--- config.mk ---
export PLATFORM = sky130hd
export DESIGN_NAME = pace_wake_ctrl
export DESIGN_NICKNAME = d
export VERILOG_FILES = /design/src/rtl/pace_pkg.sv /design/src/rtl/pace_elapsed.sv /design/src/rtl/pace_confirm.sv /design/src/rtl/pace_seq.sv /design/src/rtl/pace_wake_ctrl.sv
export SDC_FILE = /design/constraint.sdc
export NUM_CORES = 1
export LEC_CHECK = 0
export BUFFER_PORTS_ARGS = -buffer_cell sky130_fd_sc_hd__buf_2
export CORE_MARGIN = 1
export CORE_UTILIZATION = 25
export DETAILED_ROUTE_END_ITERATION = 10
export SKIP_CTS_REPAIR_TIMING = 1
export SLEW_MARGIN = 15
export SYNTH_ARGS = -nofsm -noshare
export SYNTH_HDL_FRONTEND = slang
export SYNTH_SLANG_ARGS = --single-unit
--- constraint.sdc ---
create_clock -name clk -period 1.8 [get_ports clk]
set_input_delay 0.36 -clock clk [delete_from_list [all_inputs] [get_ports clk]]
set_output_delay 0.36 -clock clk [all_outputs]
set_load 0.02 [all_outputs]
--- src/rtl/pace_pkg.sv ---
package pace_pkg;

    typedef enum logic [2:0] {
        PH_IDLE    = 3'd0,
        PH_GAP     = 3'd1,
        PH_WAKE_CS = 3'd2,
        PH_SETTLE  = 3'd3,
        PH_GRANT   = 3'd4
    } pace_phase_e;

    // Conditions the sequencer consumes, formed from the elapsed-time counters.
    typedef struct packed {
        logic gap_met;
        logic asleep;
    } pace_cond_t;

    function automatic int max2(int a, int b);
        return (a > b) ? a : b;
    endfunction

endpackage

--- src/rtl/pace_elapsed.sv ---
// Saturating tick counter, cleared by an event; starts saturated at reset.
module pace_elapsed #(
    parameter int W = 8
) (
    input  logic         clk,
    input  logic         rst,
    input  logic         tick,
    input  logic         clear,
    output logic [W-1:0] count
);
    always_ff @(posedge clk) begin
        if (rst) begin
            count <= '1;
        end else if (clear) begin
            count <= '0;
        end else if (tick && (count != '1)) begin
            count <= count + 1'b1;
        end
    end
endmodule

--- src/rtl/pace_confirm.sv ---
// Run-time detection of a working ready interrupt.
module pace_confirm #(
    parameter int TRIES = 3
) (
    input  logic clk,
    input  logic rst,
    input  logic ready_irq,
    input  logic eval,
    output logic irq_mode
);
    generate
        if (TRIES == 0) begin : g_never
            logic unused_in;
            assign unused_in = ready_irq ^ eval ^ clk ^ rst;
            assign irq_mode  = 1'b0;
        end else begin : g_learn
            localparam int AW = $clog2(TRIES + 1);
            localparam logic [AW-1:0] LAST_TRY = AW'(TRIES - 1);

            logic          seen;
            logic          open_q;
            logic [AW-1:0] tries_q;
            logic          mode_q;

            always_ff @(posedge clk) begin
                if (rst) begin
                    seen    <= 1'b0;
                    open_q  <= 1'b1;
                    tries_q <= '0;
                    mode_q  <= 1'b0;
                end else begin
                    if (ready_irq) seen <= 1'b1;
                    if (eval && open_q) begin
                        if (seen) begin
                            mode_q <= 1'b1;
                            open_q <= 1'b0;
                        end else begin
                            tries_q <= tries_q + 1'b1;
                            if (tries_q == LAST_TRY) open_q <= 1'b0;
                        end
                    end
                end
            end
            assign irq_mode = mode_q;
        end
    endgenerate
endmodule

--- src/rtl/pace_seq.sv ---
// Request sequencer: gap wait, optional wake pulse and settle, one-cycle grant.
module pace_seq
    import pace_pkg::*;
#(
    parameter int CS_HOLD = 2,
    parameter int SETTLE  = 2
) (
    input  logic       clk,
    input  logic       rst,
    input  logic       tick,
    input  logic       start_req,
    input  pace_cond_t cond,
    output logic       eval_pulse,
    output logic       start_grant,
    output logic       wake_cs
);
    localparam int TW = $clog2(max2(CS_HOLD, SETTLE) + 1);
    localparam logic [TW-1:0] HOLD_LIM   = TW'(CS_HOLD);
    localparam logic [TW-1:0] SETTLE_LIM = TW'(SETTLE);

    pace_phase_e ph, ph_n;
    logic [TW-1:0] tcnt, tcnt_n, tcnt_inc;

    assign tcnt_inc = tcnt + TW'(tick);

    always_comb begin
        ph_n   = ph;
        tcnt_n = '0;
        case (ph)
            PH_IDLE:  if (start_req) ph_n = PH_GAP;
            PH_GAP:   if (cond.gap_met) ph_n = cond.asleep ? PH_WAKE_CS : PH_GRANT;
            PH_WAKE_CS: begin
                if (tcnt_inc >= HOLD_LIM) ph_n = PH_SETTLE;
                else tcnt_n = tcnt_inc;
            end
            PH_SETTLE: begin
                if (tcnt_inc >= SETTLE_LIM) ph_n = PH_GRANT;
                else tcnt_n = tcnt_inc;
            end
            PH_GRANT: ph_n = PH_IDLE;
            default:  ph_n = PH_IDLE;
        endcase
    end

    always_ff @(posedge clk) begin
        if (rst) begin
            ph   <= PH_IDLE;
            tcnt <= '0;
        end else begin
            ph   <= ph_n;
            tcnt <= tcnt_n;
        end
    end

    assign eval_pulse  = (ph == PH_GAP) && cond.gap_met;
    assign start_grant = (ph == PH_GRANT);
    assign wake_cs     = (ph == PH_WAKE_CS);
endmodule

--- src/rtl/pace_wake_ctrl.sv ---
module pace_wake_ctrl
    import pace_pkg::*;
#(
    parameter int GAP_TICKS     = 3,
    parameter int IRQ_GAP_TICKS = 750,
    parameter int SLEEP_TICKS   = 1000,
    parameter int CS_HOLD_TICKS = 2,
    parameter int SETTLE_TICKS  = 2,
    parameter int CONFIRM_TRIES = 3
) (
    input  logic clk,
    input  logic rst,
    input  logic ms_tick,
    input  logic xfer_done,
    input  logic start_req,
    input  logic ready_irq,
    output logic start_grant,
    output logic wake_cs
);
    localparam int LIM_MAX = max2(max2(GAP_TICKS, IRQ_GAP_TICKS), SLEEP_TICKS);
    // One spare bit so saturation sits well above every limit.
    localparam int CNT_W = $clog2(LIM_MAX + 1) + 1;
    localparam logic [CNT_W-1:0] FIX_LIM   = CNT_W'(GAP_TICKS);
    localparam logic [CNT_W-1:0] IRQ_LIM   = CNT_W'(IRQ_GAP_TICKS);
    localparam logic [CNT_W-1:0] SLEEP_LIM = CNT_W'(SLEEP_TICKS);

    logic [CNT_W-1:0] since_end, since_grant, gap_lim;
    logic             irq_mode, irq_pend, eval;
    pace_cond_t       cond;

    pace_elapsed #(.W(CNT_W)) u_since_end (
        .clk(clk), .rst(rst), .tick(ms_tick), .clear(xfer_done), .count(since_end)
    );

    pace_elapsed #(.W(CNT_W)) u_since_grant (
        .clk(clk), .rst(rst), .tick(ms_tick), .clear(start_grant), .count(since_grant)
    );

    pace_confirm #(.TRIES(CONFIRM_TRIES)) u_confirm (
        .clk(clk), .rst(rst), .ready_irq(ready_irq), .eval(eval), .irq_mode(irq_mode)
    );

    // Interrupt latched until the grant it released has been issued.
    always_ff @(posedge clk) begin
        if (rst)            irq_pend <= 1'b0;
        else if (ready_irq) irq_pend <= 1'b1;
        else if (start_grant) irq_pend <= 1'b0;
    end

    always_comb begin
        gap_lim      = irq_mode ? IRQ_LIM : FIX_LIM;
        cond.gap_met = (since_end >= gap_lim) || ready_irq || irq_pend;
        cond.asleep  = (since_grant >= SLEEP_LIM);
    end

    pace_seq #(.CS_HOLD(CS_HOLD_TICKS), .SETTLE(SETTLE_TICKS)) u_seq (
        .clk(clk), .rst(rst), .tick(ms_tick), .start_req(start_req), .cond(cond),
        .eval_pulse(eval), .start_grant(start_grant), .wake_cs(wake_cs)
    );
endmodule

Word-level counts from Yosys, hierarchy flattened. Index checks and enable logic that the tools add are counted.

Register bits: 33. Input bits: 6. Output and inout bits: 2. Word-level logic and storage cells: 61.

Add/sub/neg operators: 4. Order comparisons: 3. Eq/ne operators: 11. Muxes and demuxes: 15. Bitwise gates (word level): 2. Reduce and logical (&&, ||, !) cells: 17.

Operator list (count): $mux W11 (4); $add A11 B1 Y11 const B (2); $ne A11 B11 Y1 const B (2); $mux W3 (5); $pmux W3 S4 (1); $ge A11 B10 Y1 (1); $ge A11 B10 Y1 const B (1); $mux W10 (1); $reduce_bool A2 Y1 (4); $eq A3 B2 Y1 const B (2); $ne A2 B1 Y1 const B (3); $reduce_and A2 Y1 (3); $logic_and A1 B1 Y1 (4); $mux W1 (4); $reduce_and A4 Y1 (1); $eq A3 B1 Y1 const B (1); $eq A3 B3 Y1 const B (1); $logic_not A3 Y1 (1); $reduce_or A3 Y1 (1); $add A2 B1 Y2 (1); $add A2 B1 Y2 const B (1); $eq A2 B2 Y1 const B (1); $ge A2 B2 Y1 const B (1); $logic_or A1 B1 Y1 (2); 3 further kinds (4).

Depth between registers and ports, before layout.
Word-level depth: 7. Gate-level depth with buffers: 7. Gate-level depth less buffers: 7.

Cells and area by module. Synthesis repeated with hierarchy kept, for this count alone.

Cells, all modules: 196. Area, all modules: 1893.1 um2.

Modules (own cells, without submodules): pace_elapsed (instances 2, cells an instance 61, area an instance 594.3 um2, sequential area each 220.2 um2); pace_seq (instances 1, cells an instance 27, area an instance 256.5 um2, sequential area each 100.1 um2); pace_wake_ctrl (instances 1, cells an instance 27, area an instance 229.0 um2, sequential area each 20.0 um2); pace_confirm (instances 1, cells an instance 20, area an instance 219.0 um2, sequential area each 100.1 um2).

Least setup slack after synthesis. OpenSTA, ideal clock, no wires.

Path kind: register to register. Start: register u_confirm.g_learn.mode_q (netlist: u_confirm.irq_mode). End: register u_confirm.g_learn.tries_q[0]. Arrival time: 1.727 ns. Path slack: -0.047 ns. Cell stages (with the launch flop): 8. Path buffers: 0. Period minus slack after synthesis: 1.847 ns. Cell sequence: dfxtp_1 -> inv_1 -> ha_1 -> nand2b_1 -> a311oi_1 -> nor3b_2 -> o2111a_1 -> mux2_2.

Longest elaborated chain between the ends: 7.

RTL lines: start: declaration (RTL line pace_confirm.sv:23) `logic mode_q;`; start signal: assignment (RTL line pace_confirm.sv:30) `mode_q <= 1'b0;`; start signal: assignment (RTL line pace_confirm.sv:35) `mode_q <= 1'b1;`; $mux W10 (RTL line pace_wake_ctrl.sv:51) `gap_lim = irq_mode ? IRQ_LIM : FIX_LIM;`; $ge A11 B10 Y1 (RTL line pace_wake_ctrl.sv:52) `cond.gap_met = (since_end >= gap_lim) || ready_irq || irq_pend;`; $logic_or A1 B1 Y1 (2 in a row) (RTL line pace_wake_ctrl.sv:52); $logic_and A1 B1 Y1 (RTL line pace_seq.sv:55) `assign eval_pulse = (ph == PH_GAP) && cond.gap_met;`; $logic_and A1 B1 Y1 (RTL line pace_confirm.sv:33) `if (eval && open_q) begin`; $reduce_and A2 Y1 (no line); end signal: assignment (RTL line pace_confirm.sv:38) `tries_q <= tries_q + 1'b1;`; end: declaration (RTL line pace_confirm.sv:22) `logic [AW-1:0] tries_q;`.

No other way between the ends. A chain may end at the register's enable or synchronous reset.

Worst setup path after layout.
Start: register u_confirm.g_learn.mode_q (netlist: u_confirm.irq_mode). End: register u_confirm.g_learn.tries_q[1].

The elaborated chain is that of the path after synthesis.

==> summary.md <==
| Metric | Value |
|---|---|
| Post-Synth Adder-Cell Area | `approximately 8.4%` |
| Overflow after GRT | `0` |
| PortBufs | `7` |
| Hold/Removal Path Class | `in2reg` |
| Worst Tran Pin Value | `581 ps` |
| WP data required | `~2000 ps` |
| Setup ws final | `-41.4 ps` |
| Synth Area in Simple Gates | `a little over a fifth` |
| H-tree Lvls | `2` |
| Starting density of the core | `26.1%` |
| DRC viols | `0` |
| Setup violators final | `2` |
| Startpoint type of the worst setup path | `flip-flop` |
| WL final | `3.80 mm` |
| Die height | `around 86 um` |
| Total chip power | `between 2 and 3 mW` |
| Clock skew | `14.2 ps` |
| Setup crit end kind | `flip-flop` |
| Critical path peak fanout | `8` |
| Final hold slack | `320 ps` |
| Avg Vias per Cell | `approximately 4.6` |
| CTS tree | `built` |
| Largest family of logic cells by synthesized area | `simple AND/OR/NAND/NOR gates` |
| Initial antenna violation count | `0` |
| Fillers | `732` |
| Top post-synthesis cells by area | `dfxtp_1 (37%), ha_1 (8.4%), o21ai_0 (6.2%)` |
| Maximum root-to-sink buffer count | `2` |
| Core Area | `0.00683 mm^2` |
| Worst skew pair latency | `300 ps` |
| Gr usage total | `11.5%` |
| Rows | `30` |
| Status | `finished, violations left` |
| Unique masters post-synth | `49` |
| Mapped Nets | `216` |
| Peak supply drop | `309 uV` |
| Hpwl dp | `2.71 mm` |
| Asr flop ratio synth | `0%` |
| Area Growth Syn to Fin | `26.6%` |
| Multiplexer share of the synthesized area | `around 2.4%` |
| Slew margin rel. | `between 60 and 70%` |
| Total number of vias | `around 1500` |
| Mapped Cells | `between 150 and 200` |
| Fraction of the mapped netlist area in compound gates | `19.0%` |
| Die area | `~0.0075 mm^2` |
| RSZ-0062 raised after global routing | `yes` |
| Final Hold Vio Count | `0` |
| Final period utilization | `102%` |
| F_max | `0.543 GHz` |
| Worst path arrival time | `2020 ps` |
| Lkg Pwr | `~0.89 nW` |
| Post-Synth XOR/XNOR Area | `7.38%` |
| Violated checks | `setup timing` |
| CTS root buffer | `clkbuf_8` |
| Reg clk slew, reported paths | `about 80 ps` |
| DR iter-0 viols | `69` |
| Leading area contributor after synthesis | `dfxtp_1` |
| GP Congestion | `between 0.7 and 0.8` |
| # nets final | `238` |
| Final setup TNS | `-80.5 ps` |
| Post-synthesis cell area | `roughly 0.0018 mm^2` |
| TritonRoute pass-1 iters | `4` |
| Post-DRT Antenna Nets | `0` |
| Clock tree sinks | `33` |
| Routed WL per cell | `12.0 um` |
| Post-DP Area | `0.00206 mm^2` |
| Number of max-slew violations in the final report | `0` |
| Max Cap Violations | `0` |
| Top Ports | `8` |
| Yosys top cell area share | `37.1%` |
| Synthesized area per cell | `8.99 um^2` |
| Class of the most critical setup path | `reg2reg` |
| Layout cells sized above 1 | `25.8%` |
| Post-synth EDFFs | `0` |
| ANT cells | `0` |
| PD cells | `about 1200 mW/mm^2` |
| Seq cells post-synth | `33` |
| Synth Warn # | `0` |
| Sequential area share after synthesis | `around 37%` |
| First-pass GRT wire length | `6.58 mm` |
| DIE WIDTH | `86.4 um` |
| Largest net degree at the start of global routing | `22` |
| Number of global-route vias before repair | `1434` |
| Final Critical Period | `1840 ps` |
| Post-synth top flop | `dfxtp_1` |
| Final Util | `~33%` |
| Cts bufs inserted | `5` |
| Post-route cell area | `0.00225 mm^2` |
==> cell type report <==
| cell class | count | area (um^2) | share of cell area [%] |
|---|---|---|---|
| tap | 96 | 120 | 5.33 |
| clock inverter | 2 | 13.8 | 0.611 |
| inverter | 11 | 46.3 | 2.05 |
| multi-input combinational | 147 | 1180 | 52.3 |
| timing repair buffer | 22 | 148 | 6.55 |
| clock buffer | 6 | 82.6 | 3.66 |
| sequential | 33 | 664 | 29.5 |
==> path summary, 6_finish.rpt <==
path / startpoint / to / slack [ps] / depth (start not counted)
max: u_confirm.irq_mode / u_confirm.g_learn.tries_q[1] / -40 / 7
min: ready_irq / u_confirm.g_learn.seen / 320 / 3
max reg2reg: u_confirm.irq_mode / u_confirm.g_learn.tries_q[1] / -40 / 7
min reg2reg: u_confirm.g_learn.open_q / u_confirm.g_learn.open_q / 500 / 1
==> state kept, by name, summed over array words and instances, names as in the netlist <==
| signal | flops |
|---|---|
| u_confirm.irq_mode | 1 |
| u_since_end.count | 11 |
| u_seq.tcnt | 2 |
| u_seq.ph | 3 |
| u_confirm.g_learn.tries_q | 2 |
| u_since_grant.count | 11 |
| irq_pend | 1 |
| u_confirm.g_learn.seen | 1 |
| u_confirm.g_learn.open_q | 1 |
==> worst max-delay path, stage by stage, from the launching register on <==
cell,delay (ps)
dfxtp_2,340
inv_6,110
ha_4,210
nand2b_4,140
a311oi_4,290
nor3b_4,80
o2111a_2,280
mux2_4,290
==> logic make-up (layout without fill, tap and decap cells) <==
| family | after synthesis | after routing |
|---|---|---|
| XOR/XNOR | 15 | 15 |
| multiplexers | 4 | 4 |
| adder cells (fa/ha/maj) | 12 | 12 |
| buffers and inverters | 18 | 41 |
| AND/OR/NAND/NOR | 67 | 67 |
| AO/OA/AOI/OAI | 48 | 48 |
| flip-flops | 33 | 33 |
| other | 1 | 1 |
==> per-stage QoR <==
step                      worst slack, ps  instances
after global routing                 -108        317
after global placement               7.19        309
final                               -41.4        317
after detailed placement            -40.8        309
after floorplan                    0.0787        198
after CTS                           -66.8        317
==> metal layers <==
metal	vias to the layer above	share of wire (%)	GRT usage, %
met2	20	43	17.3
met1	679	50	14.7
met3	6	4.0	3.62
li1	761	-	-
met5	-	0	0
met4	0	2.3	6.36
==> power breakdown <==
| group | leakage (nW) | switching, mW | internal [mW] |
|---|---|---|---|
| sequential | 0.274 | 0.157 | 0.861 |
| clock | 0.0512 | 0.301 | 0.310 |
| combinational | 0.560 | 0.522 | 0.493 |
| total | 0.885 | 0.980 | 1.66 |
==> placed cells by master (no fill, tap or decap), types with 4 or more instances in the layout <==
cell	netlist	final
a21oi_1	5	5
buf_2	2	7
buf_4	0	15
clkbuf_8	0	6
dfxtp_1	33	30
ha_1	12	8
ha_4	0	4
inv_1	10	8
nand2_1	10	9
nand3_1	12	12
nand4_1	4	4
nor2_1	19	18
o21ai_0	22	22
xnor2_1	11	11
xor2_1	4	4
==> Yosys cell counts (all sizes together) (2+ instances only) <==
cell,n
a21o,2
a21oi,5
a31oi,2
and2,2
and3,3
and4,2
buf,2
clkbuf,5
dfxtp,33
ha,12
inv,10
mux2,2
mux2i,2
nand2,10
nand3,12
nand4,5
nor2,19
nor3,4
nor3b,2
nor4,3
nor4b,2
o21a,2
o21ai,23
o31ai,2
xnor2,11
xor2,4
Power figures use the tool's default switching activity.
